`config.mk`:
```
export PLATFORM = sky130hd
export DESIGN_NAME = csa42_row
export DESIGN_NICKNAME = d
export VERILOG_FILES = /design/src/rtl/csa42_pkg.sv /design/src/rtl/csa42_fa.sv /design/src/rtl/csa42_cell.sv /design/src/rtl/csa42_row.sv
export SDC_FILE = /design/constraint.sdc
export NUM_CORES = 1
export LEC_CHECK = 0
export ABC_AREA = 1
export BUFFER_PORTS_ARGS = -buffer_cell sky130_fd_sc_hd__buf_4
export CORE_AREA = 2 2 39 41
export DETAILED_ROUTE_END_ITERATION = 6
export DIE_AREA = 0 0 41 43
export GPL_ROUTABILITY_DRIVEN = 0
export PLACE_DENSITY = 0.58
export SLEW_MARGIN = 25
export SYNTH_ARGS = -nofsm -noshare
export SYNTH_HDL_FRONTEND = slang
export SYNTH_SLANG_ARGS = --single-unit
```
`constraint.sdc`:
```
create_clock -name vclk -period 1.77
set_input_delay 0.354 -clock vclk [all_inputs]
set_output_delay 0.354 -clock vclk [all_outputs]
set_load 0.03 [all_outputs]
```
`src/rtl/csa42_pkg.sv`:
```
package csa42_pkg;

    typedef struct packed {
        logic s;
        logic c;
    } fa_out_t;

    typedef struct packed {
        logic w;
        logic x;
        logic y;
        logic z;
    } col_t;

    function automatic fa_out_t fa_eval(input logic a, input logic b, input logic c);
        fa_out_t r;
        r.s = a ^ b ^ c;
        r.c = (a & b) | (a & c) | (b & c);
        return r;
    endfunction

endpackage

```
`src/rtl/csa42_fa.sv`:
```
module csa42_fa
    import csa42_pkg::*;
(
    input  logic a_i,
    input  logic b_i,
    input  logic c_i,
    output logic s_o,
    output logic co_o
);
    fa_out_t res;

    always_comb begin
        res  = fa_eval(a_i, b_i, c_i);
        s_o  = res.s;
        co_o = res.c;
    end
endmodule

```
`src/rtl/csa42_cell.sv`:
```
module csa42_cell
    import csa42_pkg::*;
(
    input  col_t col_i,
    input  logic lat_i,
    output logic sum_o,
    output logic carry_o,
    output logic lat_o
);
    logic mid_s;

    // first stage: three operand bits only, lateral out never sees lat_i
    csa42_fa u_fa_lo (
        .a_i  (col_i.w),
        .b_i  (col_i.x),
        .c_i  (col_i.y),
        .s_o  (mid_s),
        .co_o (lat_o)
    );

    // second stage: intermediate sum, fourth operand, incoming lateral carry
    csa42_fa u_fa_hi (
        .a_i  (mid_s),
        .b_i  (col_i.z),
        .c_i  (lat_i),
        .s_o  (sum_o),
        .co_o (carry_o)
    );
endmodule

```
`src/rtl/csa42_row.sv`:
```
module csa42_row
    import csa42_pkg::*;
#(
    parameter int N = 4
) (
    input  logic [N-1:0] in_w,
    input  logic [N-1:0] in_x,
    input  logic [N-1:0] in_y,
    input  logic [N-1:0] in_z,
    input  logic         lat_cin,
    output logic [N-1:0] sum_o,
    output logic [N-1:0] carry_o,
    output logic         lat_cout
);
    localparam int CHAIN_W = N + 1;

    logic [CHAIN_W-1:0] lat_chain;
    col_t [N-1:0]       cols;

    assign lat_chain[0] = lat_cin;
    assign lat_cout     = lat_chain[N];

    for (genvar i = 0; i < N; i++) begin : g_cell
        assign cols[i] = '{w: in_w[i], x: in_x[i], y: in_y[i], z: in_z[i]};

        csa42_cell u_cell (
            .col_i   (cols[i]),
            .lat_i   (lat_chain[i]),
            .sum_o   (sum_o[i]),
            .carry_o (carry_o[i]),
            .lat_o   (lat_chain[i+1])
        );
    end
endmodule

```
* Word-level counts from Yosys, hierarchy flattened
Index checks and enable logic that the tools add are counted.
** Storage, ports and cells
- Register bits after elaboration :: 0
- Bits of input ports :: 17
- Output and inout port bits :: 9
** Operators by class
- Bitwise logic cells :: 56
** Operators by type and width (count)
- bitwise AND 1 bit :: 24
- bitwise OR 1 bit :: 16
- bitwise XOR 1 bit :: 16

* Logic depth before layout (Yosys ltp)
- Word-level depth :: 6
- Mapped depth :: 5
- Mapped depth without buffers :: 4

* Cells and area by module
A second synthesis with hierarchy kept.
** Unflattened totals
- Cell total of the unflattened synthesis :: 8
- Area total of the unflattened synthesis :: 160.2 µm²
** Modules (own cells, without submodules)
- csa42_fa :: instances 8, cells an instance 1, area an instance 20.0 µm², sequential area each 0.0 µm²

* Worst setup path after synthesis
No wires, ideal clock.
- Path kind :: input to output
- Start :: input in_w[3]
- End :: output sum_o[3]
- Data arrival time :: 1596 ps
- Setup slack :: -180 ps
- Stages on the path :: 5
- Buffers on the path :: 1
- Cell sequence :: inv_1 fa_1 inv_1 fa_1 buf_4
** Between the ends
- Longest elaborated chain between the ends :: 4
** Ends and longest elaborated chain
- start: declaration :: line csa42_row.sv:6 : input logic [N-1:0] in_w,
- bitwise XOR 1 bit (4 in a row) :: line csa42_pkg.sv:17 : r.s = a ^ b ^ c;
- end: declaration :: line csa42_row.sv:11 : output logic [N-1:0] sum_o,
Every way passes these cells.

* Final worst setup path
- Start :: input in_w[0]
- End :: output sum_o[0]
Same word-level chain as after synthesis.

==> impl_metrics.env <==
export IMPL_drtIter0Drc=0
export IMPL_crit_required_ns=1.42
export IMPL_power_density_nw_per_um2=578
export IMPL_synthDistinctLibCells=3
export IMPL_switching_power_uw=146
export IMPL_clkPwrFrac=0
export IMPL_layout_setup_ws_ns=-0.299
export IMPL_nClkBuffers=0
export IMPL_worstPathMaxFanout=1
export IMPL_synth_common_cells="10 x inv_1, 8 x buf_4, 8 x fa_1"
export IMPL_start_util=0.186
export IMPL_p_int_uw=138
export IMPL_worstSetupPathType="in -> out"
export IMPL_min_path_type="in -> out"
export IMPL_avgSynthCellArea_um2=9.91
export IMPL_finalCritPeriodShare=1.17
export IMPL_top_layer="met3"
export IMPL_yosys_area_top_type_share=0.621
export IMPL_via_per_inst=3.67
export IMPL_swShare=0.515
export IMPL_drt_met1_wl_um=104
export IMPL_drc=0
export IMPL_synthesis_area_um2=258
export IMPL_cp_start_kind="primary input"
export IMPL_synth_top_cell_by_area="fa_1"
export IMPL_status="finished with violations"
export IMPL_routed_wl_um=487
export IMPL_seq_cell_count=0
export IMPL_fin_util=0.354
export IMPL_grt_pass1_vias=251
export IMPL_pwr_share_seq=0
export IMPL_area_delta_synth_final_pct=90.3
export IMPL_dr_pass1_iters=1
export IMPL_relSlewSlack=0.932
export IMPL_maxSlewViolCount=0
export IMPL_die_x_um=41
export IMPL_crit_arrival_ns=1.71
export IMPL_antenna_found_initial=0
export IMPL_whs_ns=1.11
export IMPL_placed_cells=60
export IMPL_max_freq_mhz=483
export IMPL_timing_hold_violations_final=0
export IMPL_final_nets=71
export IMPL_setup_viol=8
export IMPL_register_area_um2=0
export IMPL_cap_violations=0
export IMPL_endpoint_kind="output port"
export IMPL_worst_pin_slew_ns=0.102
export IMPL_wl_met3_um=136
export IMPL_io_buffers=26
export IMPL_dr_wl_met2_um=247
export IMPL_grt_pass1_wl_um=841
export IMPL_p_comb_frac=1.000
export IMPL_violations="setup timing"
export IMPL_wl_per_cell_um=8.12
export IMPL_synth_nets=51
export IMPL_yosys_cell_count_top_type="inv_1"
export IMPL_leakage_uw=0.000249
export IMPL_synth_seq_area_share=0
export IMPL_grt_max_degree=2
export IMPL_grt_usage=0.0656
export IMPL_peakVddDrop_mv=0.210
export IMPL_drive_above_1_share=0.818
export IMPL_synth_area_top_cells="fa_1 62%, buf_4 23%, inv_1 15%"
export IMPL_ctsHoldBuffers=0
export IMPL_num_rows=14
export IMPL_rsz0062_at_grt="true"
export IMPL_holdPathStages=3
export IMPL_antenna_cells=0
export IMPL_io_pins=26
export IMPL_ant_nets=0
export IMPL_final_cell_count_no_fill=60
export IMPL_dieHeight_um=43
export IMPL_die_area_um2=1760
export IMPL_synth_cells=26
export IMPL_core_um2=1380
export IMPL_post_cts_repair_setup_buffers=0
export IMPL_globalRoute_totalOverflow=0
export IMPL_finalCriticalPeriod_ns=2.07
export IMPL_yosysWarnings=0
export IMPL_vias=220
[worst max-delay path, cell delays in order]
cell,delay (ns)
buf_6,0.09
fa_1,0.55
inv_2,0.04
fa_2,0.52
inv_2,0.03
buf_6,0.12
[final cells by class]
type	instances	area (um^2)
Inverter	10	45.0
Tap cell	16	20.0
Fill cell	149	893
Timing Repair Buffer	26	255
Multi-Input combinational cell	8	170
[placed cells by master (no fill, tap or decap)]
| cell | Yosys | layout |
|---|---|---|
| buf_4 | 8 | 10 |
| buf_6 | 0 | 16 |
| fa_1 | 8 | 4 |
| fa_2 | 0 | 4 |
| inv_1 | 10 | 4 |
| inv_2 | 0 | 5 |
| inv_8 | 0 | 1 |
[worst paths after layout]
| check | to | slack (ns) | start |
|---|---|---|---|
| worst min-delay path | carry_o[3] | 1.11 | in_z[3] |
| worst max-delay path | sum_o[0] | -0.30 | in_w[0] |
[cell families after synthesis]
group,after synthesis,synth area share
adders and majority gates,8,0.621
buffers and inverters,18,0.379
[power groups by stage]
stage / clock, uW / sequential (uW) / combinational, uW
floorplan: 0 / 0 / 213
global placement: 0 / 0 / 233
detailed placement: 0 / 0 / 237
CTS: 0 / 0 / 286
global route: 0 / 0 / 310
finish: 0 / 0 / 284
[repair_timing]
action | in CTS | in global routing
pin swaps | 5 | 4
gates resized for setup | 21 | 2
setup endpoints to repair | 8 | 8
[per-stage QoR]
step	cell area [um^2]	total power [uW]	setup WS (ns)	setup TNS, ns
5_1_grt	490	310	-0.337	-1.62
6_report	490	284	-0.299	-1.33
4_1_cts	483	286	-0.320	-1.48
3_5_place_dp	425	237	-0.356	-1.72
2_1_floorplan	293	213	-0.171	-0.499
3_3_place_gp	425	233	-0.333	-1.65
[layer usage]
layer / vias up / track usage
met1: 100 / 0.0654
met4: 0 / 0
li1: 96 / -
met2: 24 / 0.122
met5: - / 0
met3: 0 / 0.0314
No activity file was read; power rests on OpenSTA's default activity.
